## src/rtl/fp_flag_pkg.sv

```systemverilog
package fp_flag_pkg;
  localparam int CAUSE_W = 15;
  localparam int FLAG_W  = 5;

  // cause vector bit positions
  localparam int C_NX       = 0;
  localparam int C_OF       = 1;
  localparam int C_UF       = 2;
  localparam int C_DZ       = 3;
  localparam int C_DENORM   = 4;
  localparam int C_ROUNDED  = 5;
  localparam int C_SNAN     = 6;
  localparam int C_QNAN     = 7;
  localparam int C_ISI      = 8;
  localparam int C_IDI      = 9;
  localparam int C_ZDZ      = 10;
  localparam int C_IMZ      = 11;
  localparam int C_CVI      = 12;
  localparam int C_CMP      = 13;
  localparam int C_SQRT     = 14;
  localparam int C_INV_LO   = C_SNAN;
  localparam int C_INV_HI   = C_SQRT;

  // flag output bit positions
  localparam int F_NX = 0;
  localparam int F_UF = 1;
  localparam int F_OF = 2;
  localparam int F_DZ = 3;
  localparam int F_NV = 4;

  typedef logic [CAUSE_W-1:0] cause_t;
  typedef logic [FLAG_W-1:0]  flags_t;

  localparam cause_t INFO_MASK = cause_t'((1 << C_DENORM) | (1 << C_ROUNDED));
endpackage

```

## src/rtl/fp_cause_map.sv

```systemverilog
module fp_cause_map
  import fp_flag_pkg::*;
(
  input  cause_t cause_i,
  input  logic   quiet_cmp_i,
  output flags_t contrib_o
);
  localparam int NUM_INV = C_INV_HI - C_INV_LO + 1;

  logic [NUM_INV-1:0] inv_hits;

  // one hit per invalid cause; quiet NaN masked for quiet compares
  for (genvar g = 0; g < NUM_INV; g++) begin : g_inv
    if (C_INV_LO + g == C_QNAN) begin : g_qnan
      assign inv_hits[g] = cause_i[C_INV_LO + g] & ~quiet_cmp_i;
    end else begin : g_other
      assign inv_hits[g] = cause_i[C_INV_LO + g];
    end
  end

  always_comb begin
    contrib_o       = '0;
    contrib_o[F_NV] = |inv_hits;
    contrib_o[F_DZ] = cause_i[C_DZ];
    contrib_o[F_OF] = cause_i[C_OF];
    contrib_o[F_UF] = cause_i[C_UF];
    contrib_o[F_NX] = cause_i[C_NX];
  end
endmodule

```

## src/rtl/fp_sticky_bank.sv

```systemverilog
module fp_sticky_bank #(
  parameter int WIDTH = 5
) (
  input  logic             clk_i,
  input  logic             rst_ni,
  input  logic             set_vld_i,
  input  logic [WIDTH-1:0] set_i,
  input  logic             clr_i,
  output logic [WIDTH-1:0] q_o
);
  for (genvar b = 0; b < WIDTH; b++) begin : g_bit
    logic set_b;
    assign set_b = set_vld_i & set_i[b];
    always_ff @(posedge clk_i or negedge rst_ni) begin
      if (!rst_ni)    q_o[b] <= 1'b0;
      else if (clr_i) q_o[b] <= set_b;          // clear loses to same-cycle set
      else            q_o[b] <= q_o[b] | set_b;
    end
  end
endmodule

```

## src/rtl/fp_flag_accum.sv

```systemverilog
module fp_flag_accum
  import fp_flag_pkg::*;
(
  input  logic                clk_i,
  input  logic                rst_ni,
  input  logic                op_valid_i,
  input  logic [CAUSE_W-1:0]  op_cause_i,
  input  logic                op_quiet_cmp_i,
  input  logic                rd_clr_i,
  output logic [FLAG_W-1:0]   rd_flags_o
);
  flags_t contrib;
  flags_t flags_q;

  fp_cause_map u_map (
    .cause_i     (op_cause_i),
    .quiet_cmp_i (op_quiet_cmp_i),
    .contrib_o   (contrib)
  );

  fp_sticky_bank #(.WIDTH(FLAG_W)) u_bank (
    .clk_i     (clk_i),
    .rst_ni    (rst_ni),
    .set_vld_i (op_valid_i),
    .set_i     (contrib),
    .clr_i     (rd_clr_i),
    .q_o       (flags_q)
  );

  assign rd_flags_o = flags_q;

  assert_sticky_R7: assert property (@(posedge clk_i) disable iff (!rst_ni)
    !rd_clr_i |=> ((flags_q & $past(flags_q)) == $past(flags_q)));

  assert_info_ignored_R6: assert property (@(posedge clk_i) disable iff (!rst_ni)
    (!rd_clr_i && (!op_valid_i || ((op_cause_i & ~INFO_MASK) == '0)))
      |=> flags_q == $past(flags_q));

  assert_clear_R8: assert property (@(posedge clk_i) disable iff (!rst_ni)
    (rd_clr_i && !op_valid_i) |=> flags_q == '0);

  assert_quiet_mask_R9: assert property (@(posedge clk_i) disable iff (!rst_ni)
    (op_valid_i && op_quiet_cmp_i && !rd_clr_i && op_cause_i == cause_t'(1 << C_QNAN))
      |=> flags_q == $past(flags_q));

  assert_div0_R4: assert property (@(posedge clk_i) disable iff (!rst_ni)
    (op_valid_i && op_cause_i[C_DZ]) |=> flags_q[F_DZ]);

  assert_invalid_R3: assert property (@(posedge clk_i) disable iff (!rst_ni)
    (op_valid_i && op_cause_i[C_ZDZ]) |=> flags_q[F_NV]);
endmodule

```

## config.mk

```make
export PLATFORM = sky130hd
export DESIGN_NAME = fp_flag_accum
export DESIGN_NICKNAME = d
export VERILOG_FILES = /design/src/rtl/fp_flag_pkg.sv /design/src/rtl/fp_cause_map.sv /design/src/rtl/fp_sticky_bank.sv /design/src/rtl/fp_flag_accum.sv
export SDC_FILE = /design/constraint.sdc
export NUM_CORES = 1
export LEC_CHECK = 0
export BUFFER_PORTS_ARGS = -buffer_cell sky130_fd_sc_hd__buf_2
export CORE_AREA = 2 2 39 41
export CTS_CLUSTER_SIZE = 20
export DETAILED_ROUTE_END_ITERATION = 8
export DIE_AREA = 0 0 41 43
export PLACE_DENSITY_LB_ADDON = 0.1
export SLEW_MARGIN = 5
export SYNTH_ARGS = -nofsm -noshare
export SYNTH_HDL_FRONTEND = slang
export SYNTH_SLANG_ARGS = --single-unit
```

## constraint.sdc

```tcl
create_clock -name clk_i -period 0.9 [get_ports clk_i]
set_input_delay 0.045 -clock clk_i [delete_from_list [all_inputs] [get_ports clk_i]]
set_output_delay 0.045 -clock clk_i [all_outputs]
set_load 0.005 [all_outputs]
```

* After elaboration in Yosys (flattened, before gate mapping) *
Cells that the tools add are included.

storage, ports and cells
  bits in registers = 5
  input bits = 20
  output and inout port bits = 5
  logic and storage cells = 23

cells by class
  muxes and demuxes = 5
  bitwise operators = 12
  reduce and logical (&&, ||, !) cells = 1

operators with widths
  kind                count
  OR reduction 9 bit  1
  AND 1 bit           6
  2-to-1 mux 1 bit    5
  bitwise OR 1 bit    5
  inverter 1 bit      1

* Depth between registers and ports, before layout *
  depth in word-level cells = 6
  mapped depth = 3
  depth with buffers taken out = 3

* Cells and area by module *
A second synthesis with hierarchy kept.

unflattened totals
  cell total of the unflattened synthesis = 28
  area total of the unflattened synthesis = 247.7 µm²

modules (own cells, without submodules)
  module          times used  cells each  area an instance (µm²)  seq. area each (µm²)
  fp_sticky_bank  1           20          187.7                   125.1
  fp_cause_map    1           8           60.1                    0.0

* Worst setup path before layout *
Ideal clock, no wire load.

  path type = flip-flop to flip-flop
  from = register u_bank.q_o[4]
  to = register u_bank.q_o[4]
  setup time = 0.121 ns
  data arrival time = 0.562 ns
  required time = 0.779 ns
  path slack = 0.217 ns
  stages on the path, launching flop included = 2
  path buffers = 0
  clock period less this slack = 0.683 ns
  path through = dfrtp_1 a22o_1

on the way
  word-level cells in the longest chain between the ends = 2

ends and longest elaborated chain
  what                             line                  text
  start, declared                  fp_sticky_bank.sv:9   output logic [WIDTH-1:0] q_o
  start signal, assigned by index  fp_sticky_bank.sv:16  else if (clr_i) q_o[b] <= set_b;
  start signal, assigned by index  fp_sticky_bank.sv:17  else q_o[b] <= q_o[b] | set_b;
  bitwise OR 1 bit                 fp_sticky_bank.sv:17
  2-to-1 mux 1 bit                 fp_sticky_bank.sv:16

Every way passes these cells.

* Worst setup path after layout *
  from = register u_bank.q_o[3]
  to = output port rd_flags_o[3]

RTL lines
  what           line                 text
  end, declared  fp_flag_accum.sv:10  output logic [FLAG_W-1:0] rd_flags_o

No word-level cell between the ends.

==> qor.yml <==
outcome:
  status: "complete, no violations"
sta:
  slew_viol_final: 0
  final_hold_viol_count: 0
  finalSetupViolations: 0
  rsz0062_at_grt: "no"
  slew_headroom_pct: 86.1
  hold_ws_ns: 0.0421
  max_freq_ghz: 1.28
  setup-tns-final_ns: 0
  finClkSkew_ns: 0
  setup_slack_ns: 0.116
  min_period_over_period_pct: 87.1
  min_period_ns: 0.784
  tightestPinTransition_ns: 0.206
synthesis:
  synthesis.nets: 35
  synth_top_area_cell: "dfrtp_1"
  synth_area_um2: 209
  syn_inst: 15
  ys.warnings.count: 0
  synthTopCellsByArea: "dfrtp_1, a22o_1, nor4_2"
  yosysUniqueCellTypes: 6
  syn_area_per_cell_um2: 13.9
  synth_top_area_share_pct: 59.9
  ys_seq_area_share_pct: 59.9
  synth_seq_cells: 5
layout:
  stdcell_count: 58
  fin_area_um2: 375
  final_core_util_pct: 27.1
  drive_above_1_share_pct: 64.3
  largestRegisters: "u_bank.q_o (5)"
  nNetsFinal: 63
  area_growth_pct: 79.6
  antenna_cells: 0
  regMostFlops: "u_bank.q_o"
  largest_reg_flops: 5
min_path:
  min_path_type: "in2reg"
  holdCritStartpoint: "op_cause_i[1]"
  holdPathStages: 2
routing:
  drt_iter0_markers: 0
  vias: 227
  top_layer: "met3"
  drt-pass1-iter-count: 1
  met1_length_um: 228
  wl_met3_um: 47
  wl_per_cell_um: 10.4
  wl_met2_um: 329
  drc: 0
  avgViaCountPerCell: 3.91
  drtAntennaViolNets: 0
  wl_um: 605
cts:
  clk_pin_slew_ns: 0.04
  clockBufferDepth: 2
  cts_setup_buffers: 0
  numCtsBuffers: 3
  cts_tree: "yes"
  root_buffer: "clkbuf_4"
  worstSkewPairLatency_ns: 0.23
  cts_resized: 0
  htree_levels: 1
  clkSinkCount: 5
global_route:
  grt_overflow: 0
  antenna_found_initial: 0
  grt_pass1_wl_um: 910
  grt_use_total_pct: 8.24
  grt_max_degree: 6
  grt_pass1_vias: 238
critical_path:
  path_depth: 1
  path_class: "reg2out"
  cp-start-kind: "flop"
  max_stage_delay_ns: 0.37
  cp_top_family: "flip-flops"
  worstPathCellList: "buf_2"
  end_kind: "primary output"
  cp.arrival_ns: 0.74
  timing.rr.start: "u_bank.q_o[4]"
  cp_slowest_cell: "dfrtp_1"
  critical_path.max_fanout: 2
  startpoint: "u_bank.q_o[3]"
  path_buf_inv: 1
  cp.required_ns: 0.85
  rr_worst_depth: 1
die:
  ioPinCount: 25
  core_um2: 1380
  num_rows: 14
  start_util_pct: 15.1
  die_area_um2: 1760
  die_h_um: 43
  die_x_um: 41
job:
  max-cap-violations: 0
pwr:
  powerDensity_nw_per_um2: 1610
  vdd_drop_max_uv: 322
  p_leak_nw: 0.196
  total_power_uw: 605
placed_design:
  port_buffers: 22
  dp_cells: 53
  place.gp.congestion: 0.542
  placed_area_um2: 339
  pre_cts_ws_ns: 0.0584
## repair_timing
item | CTS | global route
endpoints found under the setup margin | 0 | 0
hold buffers | 1 | 0
endpoints found under the hold margin | 5 | 0
## cells by family (layout without fill, tap and decap cells)
logic type	after synthesis	after routing	share of synthesized area, %
compound gates	5	5	21.0
flops	5	5	59.9
simple gates	4	4	17.4
buf+inv	1	28	1.79
## cell type report
cell class,count,area (um^2)
Clock buffer,4,26.3
Fill cell,151,1010
Inverter,1,3.75
Multi-Input combinational cell,9,80.1
Sequential cell,5,125
Tap cell,16,20.0
Timing Repair Buffer,23,120
## layout by cell type, fill, tap and decap left out
| cell type | netlist | routed |
|---|---|---|
| buf_2 | 0 | 22 |
| a22o_1 | 5 | 5 |
| dfrtp_1 | 5 | 5 |
| clkbuf_4 | 0 | 3 |
| nor4_2 | 2 | 2 |
| inv_1 | 1 | 1 |
| nand2b_1 | 1 | 1 |
| nand3_1 | 1 | 1 |
| clkbuf_1 | 0 | 1 |
| dlygate4sd3_1 | 0 | 1 |
## where the power goes
part	internal (mW)	switching, mW	leakage (nW)
sequential	0.245	0.00981	0.0595
clock	0.167	0.0866	0.0150
combinational	0.0586	0.0384	0.121
total	0.471	0.135	0.196
## routing by layer
layer | vias to the layer above | track usage (%)
met5 | - | 0
met2 | 16 | 12.2
met4 | 0 | 10.0
met3 | 0 | 1.57
met1 | 99 | 8.06
li1 | 112 | -
## Yosys cell counts, drive strengths merged
cell,n
inv,1
nand3,1
nand2b,1
dfrtp,5
nor4,2
a22o,5
## path summary, 6_finish.rpt
kind	slack, ns	endpoint
max in group asynchronous	0.61	u_bank.q_o[4]
min in group asynchronous	0.15	u_bank.q_o[1]
setup reg to reg	0.21	u_bank.q_o[4]
hold / removal	0.04	u_bank.q_o[2]
hold reg to reg	0.49	u_bank.q_o[2]
setup / recovery	0.12	rd_flags_o[3]
No activity file was read; power rests on OpenSTA's default activity.
